[src/rtl/fetch_pkg.sv]
package fetch_pkg;

    typedef enum logic [2:0] {
        OPC_SEQ   = 3'd0,
        OPC_CONST = 3'd1,
        OPC_JUMP  = 3'd2,
        OPC_CALL  = 3'd3,
        OPC_RET   = 3'd4
    } op_class_e;

    typedef enum logic {
        ST_SEQ   = 1'b0,
        ST_CONST = 1'b1
    } fetch_state_e;

    typedef enum logic [2:0] {
        SL_HOLD,
        SL_ADVANCE,
        SL_RESTORE,
        SL_PTR,
        SL_JUMP,
        SL_LINK
    } slave_sel_e;

    typedef enum logic [1:0] {
        IR_HOLD,
        IR_LOAD,
        IR_CLEAR
    } ir_act_e;

    typedef enum logic [1:0] {
        LK_HOLD,
        LK_CODE,
        LK_RETURN
    } link_act_e;

endpackage

[src/rtl/fetch_ctrl.sv]
module fetch_ctrl
    import fetch_pkg::*;
(
    input  logic         clk,
    input  logic         rst_n,
    input  logic         step,
    input  op_class_e    cls,
    output fetch_state_e state,
    output slave_sel_e   slave_sel,
    output ir_act_e      ir_act,
    output link_act_e    link_act
);

    fetch_state_e state_q, state_d;

    always_ff @(posedge clk) begin
        if (!rst_n) state_q <= ST_SEQ;
        else        state_q <= state_d;
    end

    always_comb begin
        state_d   = state_q;
        slave_sel = SL_HOLD;
        ir_act    = IR_HOLD;
        link_act  = LK_HOLD;
        if (step) begin
            unique case (state_q)
                ST_SEQ: begin
                    unique case (cls)
                        OPC_CONST: begin
                            slave_sel = SL_PTR;
                            state_d   = ST_CONST;
                        end
                        OPC_JUMP: begin
                            slave_sel = SL_JUMP;
                            ir_act    = IR_CLEAR;
                        end
                        OPC_CALL: begin
                            slave_sel = SL_JUMP;
                            ir_act    = IR_CLEAR;
                            link_act  = LK_RETURN;
                        end
                        OPC_RET: begin
                            slave_sel = SL_LINK;
                            ir_act    = IR_CLEAR;
                        end
                        default: begin
                            slave_sel = SL_ADVANCE;
                            ir_act    = IR_LOAD;
                        end
                    endcase
                end
                ST_CONST: begin
                    slave_sel = SL_RESTORE;
                    ir_act    = IR_CLEAR;
                    link_act  = LK_CODE;
                    state_d   = ST_SEQ;
                end
                default: state_d = ST_SEQ;
            endcase
        end
    end

    assign state = state_q;

    assert_const_single_R4: assert property (@(posedge clk) disable iff (!rst_n)
        (state_q == ST_CONST && step) |=> (state_q == ST_SEQ));

    assert_const_entry_R3: assert property (@(posedge clk) disable iff (!rst_n)
        (state_q == ST_SEQ && step && cls == OPC_CONST) |=> (state_q == ST_CONST));

endmodule

[src/rtl/pc_pair.sv]
module pc_pair
    import fetch_pkg::*;
#(
    parameter int PC_W = 12
) (
    input  logic            clk,
    input  logic            rst_n,
    input  slave_sel_e      sel,
    input  logic [PC_W-1:0] ptr_addr,
    input  logic [PC_W-1:0] jump_addr,
    input  logic [PC_W-1:0] link_addr,
    output logic [PC_W-1:0] master,
    output logic [PC_W-1:0] slave
);

    localparam logic [PC_W-1:0] ONE = PC_W'(1);

    logic [PC_W-1:0] master_q, slave_q;

    always_ff @(posedge clk) begin
        if (!rst_n) begin
            master_q <= '0;
            slave_q  <= '0;
        end else begin
            unique case (sel)
                SL_ADVANCE: begin
                    master_q <= slave_q;
                    slave_q  <= slave_q + ONE;
                end
                SL_RESTORE: slave_q <= master_q + ONE;
                SL_PTR:     slave_q <= ptr_addr;
                SL_JUMP:    slave_q <= jump_addr;
                SL_LINK:    slave_q <= link_addr;
                default:    ;
            endcase
        end
    end

    assign master = master_q;
    assign slave  = slave_q;

    assert_slave_lead_R2: assert property (@(posedge clk) disable iff (!rst_n)
        (sel == SL_ADVANCE) |=> (slave_q == master_q + ONE));

    assert_master_kept_R5: assert property (@(posedge clk) disable iff (!rst_n)
        (sel != SL_ADVANCE) |=> $stable(master_q));

endmodule

[src/rtl/word_regs.sv]
module word_regs
    import fetch_pkg::*;
#(
    parameter int WORD_W = 16,
    parameter int PC_W   = 12
) (
    input  logic              clk,
    input  logic              rst_n,
    input  ir_act_e           ir_act,
    input  link_act_e         link_act,
    input  logic [WORD_W-1:0] code_word,
    input  logic [PC_W-1:0]   ret_addr,
    output logic [WORD_W-1:0] instr,
    output logic [WORD_W-1:0] link_word
);

    logic [WORD_W-1:0] ir_q, link_q;

    always_ff @(posedge clk) begin
        if (!rst_n) begin
            ir_q   <= '0;
            link_q <= '0;
        end else begin
            unique case (ir_act)
                IR_LOAD:  ir_q <= code_word;
                IR_CLEAR: ir_q <= '0;
                default:  ;
            endcase
            unique case (link_act)
                LK_CODE:   link_q <= code_word;
                LK_RETURN: link_q <= WORD_W'(ret_addr);
                default:   ;
            endcase
        end
    end

    assign instr     = ir_q;
    assign link_word = link_q;

    assert_ret_zero_ext_R7: assert property (@(posedge clk) disable iff (!rst_n)
        (link_act == LK_RETURN) |=> (link_q[WORD_W-1:PC_W] == '0));

endmodule

[src/rtl/pc_fetch_seq.sv]
module pc_fetch_seq
    import fetch_pkg::*;
#(
    parameter int PC_W   = 12,
    parameter int WORD_W = 16
) (
    input  logic              clk,
    input  logic              rst_n,
    input  logic              step,
    input  logic [2:0]        op_class,
    input  logic [WORD_W-1:0] ptr_reg,
    input  logic [PC_W-1:0]   jump_tgt,
    input  logic [WORD_W-1:0] prog_data,
    output logic [PC_W-1:0]   prog_addr,
    output logic [WORD_W-1:0] instr,
    output logic [WORD_W-1:0] link_word
);

    localparam logic [PC_W-1:0] ONE = PC_W'(1);

    op_class_e    cls;
    fetch_state_e state;
    slave_sel_e   slave_sel;
    ir_act_e      ir_act;
    link_act_e    link_act;
    logic [PC_W-1:0] master, slave;
    logic unused_ptr_hi;

    assign cls           = op_class_e'(op_class);
    assign unused_ptr_hi = ^ptr_reg[WORD_W-1:PC_W];

    fetch_ctrl u_ctrl (
        .clk       (clk),
        .rst_n     (rst_n),
        .step      (step),
        .cls       (cls),
        .state     (state),
        .slave_sel (slave_sel),
        .ir_act    (ir_act),
        .link_act  (link_act)
    );

    pc_pair #(.PC_W(PC_W)) u_pc (
        .clk       (clk),
        .rst_n     (rst_n),
        .sel       (slave_sel),
        .ptr_addr  (ptr_reg[PC_W-1:0]),
        .jump_addr (jump_tgt),
        .link_addr (link_word[PC_W-1:0]),
        .master    (master),
        .slave     (slave)
    );

    word_regs #(.WORD_W(WORD_W), .PC_W(PC_W)) u_regs (
        .clk       (clk),
        .rst_n     (rst_n),
        .ir_act    (ir_act),
        .link_act  (link_act),
        .code_word (prog_data),
        .ret_addr  (master + ONE),
        .instr     (instr),
        .link_word (link_word)
    );

    assign prog_addr = slave;

    assert_ldc_addr_R3: assert property (@(posedge clk) disable iff (!rst_n)
        (step && state == ST_SEQ && cls == OPC_CONST)
        |=> (prog_addr == $past(ptr_reg[PC_W-1:0])) && $stable(instr) && $stable(link_word));

    assert_const_nop_R4: assert property (@(posedge clk) disable iff (!rst_n)
        (step && state == ST_CONST)
        |=> (instr == '0) && (link_word == $past(prog_data)));

    assert_jump_flush_R6: assert property (@(posedge clk) disable iff (!rst_n)
        (step && state == ST_SEQ && cls == OPC_JUMP)
        |=> (prog_addr == $past(jump_tgt)) && (instr == '0));

    assert_ret_no_inc_R8: assert property (@(posedge clk) disable iff (!rst_n)
        (step && state == ST_SEQ && cls == OPC_RET)
        |=> (prog_addr == $past(link_word[PC_W-1:0])) && (instr == '0));

    assert_idle_hold_R9: assert property (@(posedge clk) disable iff (!rst_n)
        (!step) |=> $stable(prog_addr) && $stable(instr) && $stable(link_word));

endmodule

[config.mk]
export PLATFORM = sky130hd
export DESIGN_NAME = pc_fetch_seq
export DESIGN_NICKNAME = d
export VERILOG_FILES = /design/src/rtl/fetch_pkg.sv /design/src/rtl/fetch_ctrl.sv /design/src/rtl/pc_pair.sv /design/src/rtl/word_regs.sv /design/src/rtl/pc_fetch_seq.sv
export SDC_FILE = /design/constraint.sdc
export NUM_CORES = 1
export LEC_CHECK = 0
export ABC_AREA = 1
export BUFFER_PORTS_ARGS = -buffer_cell sky130_fd_sc_hd__buf_2
export CAP_MARGIN = 25
export CORE_MARGIN = 2
export CORE_UTILIZATION = 56
export DETAILED_ROUTE_END_ITERATION = 16
export MAX_ROUTING_LAYER = met4
export PLACE_DENSITY_LB_ADDON = 0.3
export SLEW_MARGIN = 20
export SYNTH_ARGS = -nofsm -noshare
export SYNTH_HDL_FRONTEND = slang
export SYNTH_SLANG_ARGS = --single-unit
[constraint.sdc]
create_clock -name clk -period 3.59 [get_ports clk]
set_clock_uncertainty 0.1 [all_clocks]
set_input_delay 0.1795 -clock clk [delete_from_list [all_inputs] [get_ports clk]]
set_output_delay 0.1795 -clock clk [all_outputs]
set_load 0.03 [all_outputs]
# Word-level counts from Yosys, hierarchy flattened
# Index checks and enable logic that the tools add are counted.
dict set report op_classes {
  addsub 2
  n_eq_ne 13
  n_mux 14
  n_bitwise 1
  n_reduce_logical 5
}
# cell count
set op_table {}
lappend op_table {{$pmux W16 S2} 2}
lappend op_table {{$pmux W12 S5} 1}
lappend op_table {{$add A12 B1 Y12 const B} 2}
lappend op_table {{$eq A3 B2 Y1 const B} 4}
lappend op_table {{$pmux W2 S2} 3}
lappend op_table {{$eq A3 B3 Y1 const B} 3}
lappend op_table {{$pmux W3 S3} 1}
lappend op_table {{$eq A3 B1 Y1 const B} 2}
lappend op_table {{$mux W2} 3}
lappend op_table {{$pmux W3 S2} 1}
lappend op_table {{$reduce_bool A5 Y1} 1}
lappend op_table {{$eq A2 B1 Y1 const B} 2}
lappend op_table {{$eq A2 B2 Y1 const B} 2}
lappend op_table {{$reduce_bool A2 Y1} 2}
lappend op_table {{$mux W3} 1}
lappend op_table {{$reduce_or A3 Y1} 1}
lappend op_table {{$pmux W1 S2} 1}
lappend op_table {{$reduce_or A2 Y1} 1}
lappend op_table {{$mux W1} 1}
lappend op_table {{$not A1 Y1} 1}
dict set report word_totals {
  ff_bits 57
  output_inout_bits 44
}

# Longest topological paths before layout
dict set report logic_depth {
  depth_word 7
  mapped_depth 13
  ltp_nobuf 10
}

# By module
# From an unflattened synthesis, not the netlist that was laid out.
dict set report hier_totals {
  cells_unflattened 504
  hier_area_um2 3485.8
}
# module n_inst cells_each area_each_um2 seq_area_each_um2
set modules_own_cells {}
lappend modules_own_cells {pc_pair 1 236 1659.1 480.5}
lappend modules_own_cells {word_regs 1 195 1438.9 640.6}
lappend modules_own_cells {pc_fetch_seq 1 45 245.2 0.0}
lappend modules_own_cells {fetch_ctrl 1 28 142.6 20.0}

# Worst setup path before layout
# OpenSTA, ideal clock, no wires.
dict set report synth_path {
  kind {register to register}
  from {register u_ctrl.state_q (netlist: u_ctrl.state)}
  to {register u_regs.ir_q[0] (netlist: u_regs.instr[0])}
  arrival_ps 2050
  setup_slack_ps 1370
  path_stages_with_launch 12
  n_path_buf 3
  period_less_slack_ps 2220
  cell_sequence {dfxtp_1 -> nor2_4 -> nand2_1 -> nor2_4 -> inv_2 -> buf_6 -> ha_1 -> clkbuf_1 -> nor2_1 -> buf_2 -> nand2_1 -> a21oi_1}
}
dict set report synth_between {
  elab_chain_len 5
  word_cells_on_any_way 7
  classes_between {eq/ne (2); mux (3); bitwise (1); reduce/logical (1)}
}
# element line
set synth_lines {}
lappend synth_lines {{from (decl)} fetch_ctrl.sv:14} ;# fetch_state_e state_q, state_d;
lappend synth_lines {{from (signal assigned)} fetch_ctrl.sv:18} ;# else state_q <= state_d;
lappend synth_lines {{$not A1 Y1} fetch_ctrl.sv:27} ;# unique case (state_q)
lappend synth_lines {{$pmux W2 S2 (*)} fetch_ctrl.sv:27}
lappend synth_lines {{$mux W2 (*)} fetch_ctrl.sv:26} ;# if (step) begin
lappend synth_lines {{$eq A2 B2 Y1 / $eq A2 B1 Y1 (equally long branches)} word_regs.sv:24} ;# unique case (ir_act)
lappend synth_lines {{$pmux W16 S2 / $reduce_bool A2 Y1 (equally long branches)} n/a}
lappend synth_lines {{to (signal assigned)} word_regs.sv:25} ;# IR_LOAD: ir_q <= code_word;
lappend synth_lines {{to (decl)} word_regs.sv:17} ;# logic [WORD_W-1:0] ir_q, link_q;
# Every way passes the cells marked *; elsewhere a longest branch is shown, timed or not.
# A chain may end at the register's enable or synchronous reset.

# Final worst setup path
dict set report layout_path {
  from {register u_ctrl.state_q (netlist: u_ctrl.state)}
  to {register u_regs.link_q[3] (netlist: u_regs.link_word[3])}
}
dict set report layout_between {
  elab_chain_len 5
  word_cells_on_any_way 7
  classes_between {eq/ne (2); mux (3); bitwise (1); reduce/logical (1)}
}
# element line
set layout_lines {}
lappend layout_lines {{$not A1 Y1} fetch_ctrl.sv:27}
lappend layout_lines {{$pmux W2 S2 (*)} fetch_ctrl.sv:27}
lappend layout_lines {{$mux W2 (*)} fetch_ctrl.sv:26}
lappend layout_lines {{$eq A2 B2 Y1 / $eq A2 B1 Y1 (equally long branches)} word_regs.sv:29} ;# unique case (link_act)
lappend layout_lines {{$pmux W16 S2 / $reduce_bool A2 Y1 (equally long branches)} n/a}
lappend layout_lines {{to (signal assigned)} word_regs.sv:30} ;# LK_CODE: link_q <= code_word;
lappend layout_lines {{to (signal assigned)} word_regs.sv:31} ;# LK_RETURN: link_q <= WORD_W'(ret_addr);
lappend layout_lines {{to (decl)} word_regs.sv:17}
# Marks and branches as above.

==> flow_summary.ini <==
[clocking]
clkLatencyLatePin_ns = 0.34
cts_root_buffer = clkbuf_8
htree_levels = 3
clk_path_buf_depth = 2
cts_resized = 0
clkSinkCount = 57
cts_tree = built
cts_buffers = 9
path_clk_slew_ns = 0.07

[cells_and_area]
fin_cells = 637
layout-drive-gt1-share_pct = 21.8
syn2layout_area_growth_pct = 22.5
fillCellCount = 513
num_antenna_cells = 0
layout.nets = 615

[synthesis]
synth_top_cell_by_area = dfxtp_1
netlist_instances = 474
synth_seq_area_share_pct = 36.8
synth-seq-cells = 57
avgSynthCellArea_um2 = 6.53
synth_top_cells_by_area = dfxtp_1 (37%), nand2_1 (18%), a21oi_1 (7.4%), nand3_1 (6.1%), o21ai_0 (5.7%)
yosysUniqueCellTypes = 32
syn-num-nets = 528
synth_top_area_share_pct = 36.8
yosysWarnings = 0
synth_area_um2 = 3100

[worst_setup_path]
slowest_stage = ha_1
rrSetupSlack_ns = 1.42
arrival_ns = 2.30
required_ns = 3.73
crit_chain = inv_2 > nand2_2 > nor3_1 > ha_1 > inv_1 > nand2_1 > o21ai_0 > o21ai_0 > inv_1
path_class = flop to flop
worst_path_largest_cell_delay_ns = 0.50
crit_path_end_kind = flop
cp-start-kind = flop
crit_fanout = 14

[sta]
hold_viol = 0
finalMaxSlewViolations = 0
finalSetupTns_ns = 0
period_minus_slack_ns = 2.17
fin_crit_sh_pct = 60.3
max_freq_ghz = 0.462
final-setup-viol-count = 0
slew_headroom_pct = 33.8
layout_setup_ws_ns = 1.42
tightest_slew_ns = 0.992
rsz0062_at_grt = false

[placement]
place_congestion = 0.911
dp_worst_setup_slack_ns = 0.954
portBuffers = 89
dpl.hpwl_um = 6510
place_inst = 617

[global_route]
first_global_vias = 3165
grt_overflow_total = 0
antenna_found_initial = 0
grt_first_pass_wirelength_um = 14800
met1_usage_pct = 40.3
grt_max_degree = 32
grt-busiest-layer = met2
grt_use_met3_pct = 4.94
track_usage_pct = 31.4
use_met2_pct = 49.3

[die]
core_area_um2 = 5440
start_util_pct = 56.9
die_x_um = 78.4
num_rows = 27
die_height_um = 78.4
die_area_um2 = 6140
pin_count = 94

[status]
outcome = completed

[drt]
avgRoutedWirePerCell_um = 14.2
vias = 3444
drc = 0
avgViaCountPerCell = 5.41
detail-route-antenna-nets = 0
drt_wl_total_um = 9070
firstDrtPassIters = 5
drt_iter0_drc = 180

[pwr]
p_per_area_nw_per_um2 = 446
peakVddDrop_mv = 0.394
leakagePower_nw = 1.83

[min_path]
hp-class = primary input to flop

[job]
max-cap-violations = 0
[metal layers]
metal	up-vias	routed length, µm	share of wire [%]
li1	1716	-	-
met1	1567	4030	44
met2	140	4200	46
met3	21	617	6.8
met4	0	225	2.5
met5	-	0	0
[cells in the mapped netlist (all sizes together)]
master  number
nand2      150
a41oi        1
nor2        42
o21bai       1
inv         46
clkbuf      13
a31oi        2
xnor2        2
a31o         1
ha           4
buf          7
a21oi       47
o21ai       37
nand3       39
nand3b       1
o211ai       7
dfxtp       57
nor3         4
xor2         8
o22ai        1
nand4        4
[cell type report]
cell class	count	area, µm²	area share [%]
timing repair buffer	96	508	13.4
sequential	57	1140	30.1
inverter	46	175	4.62
multi-input combinational	351	1670	43.9
tap	72	90.1	2.37
clock inverter	2	35.0	0.923
clock buffer	13	179	4.71
[worst max-delay path: cells and delay by family, from the launching register on]
kind                       cells  cell delay (ns)
AOI/OAI and AO/OA              2             0.28
adders and majority gates      1             0.50
buffers and inverters          3             0.44
DFF                            1             0.36
and+or+nand+nor                3             0.38
[flip-flops by register name, indices dropped and copies added (netlist names)]
| signal | flops |
|---|---|
| u_regs.instr | 16 |
| u_regs.link_word | 16 |
| u_pc.master | 12 |
| u_pc.slave | 12 |
| u_ctrl.state | 1 |
[cell usage in the layout, fill, tap and decap left out, types with 4 or more instances in the layout]
cell,instances
xor2_1,8
a21oi_1,46
nor2_1,35
o21ai_0,35
clkbuf_8,13
nor2_2,5
inv_1,42
nand3_1,38
ha_1,4
o211ai_1,7
dfxtp_1,57
nand2_1,149
nand4_1,4
dlygate4sd3_1,4
buf_2,89
[logic make-up after synthesis]
logic type,share of synthesized area (%)
AND/OR/NAND/NOR,32.6
flip-flops,36.8
adder cells (fa/ha/maj),1.62
buffers and inverters,9.33
XOR/XNOR,2.83
AO/OA/AOI/OAI,16.8
[where the power goes]
group	internal (mW)	switching [mW]	leakage, nW
logic	0.106	0.213	1.25
clock network	0.391	0.257	0.112
registers	0.678	0.0464	0.467
total	1.17	0.517	1.83
[path summary, 6_finish.rpt]
check / from / to / cells past startpoint
max: u_ctrl.state / u_regs.link_word[3] / 9
min: prog_data[11] / u_regs.instr[11] / 3
max reg2reg: u_ctrl.state / u_regs.link_word[3] / 9
min reg2reg: u_regs.link_word[13] / u_regs.link_word[13] / 2
[through the flow]
step	hold WS [ns]	power, mW	cell area (µm²)	utilization (%)
after floorplan	0.223	0.944	3100	-
after global placement	0.341	1.04	3530	65.0
after detailed placement	0.348	1.04	3530	65.0
after CTS	0.00157	1.68	3790	69.6
after global routing	0.00250	1.76	3790	69.8
final	0.000811	1.69	3790	69.8
[repair_timing]
item	4_1_cts	5_1_grt
buffers inserted	0	0
hold endpoints to repair	5	0
hold buffers	4	0
Note: power is estimated with default switching activity, not from simulation.
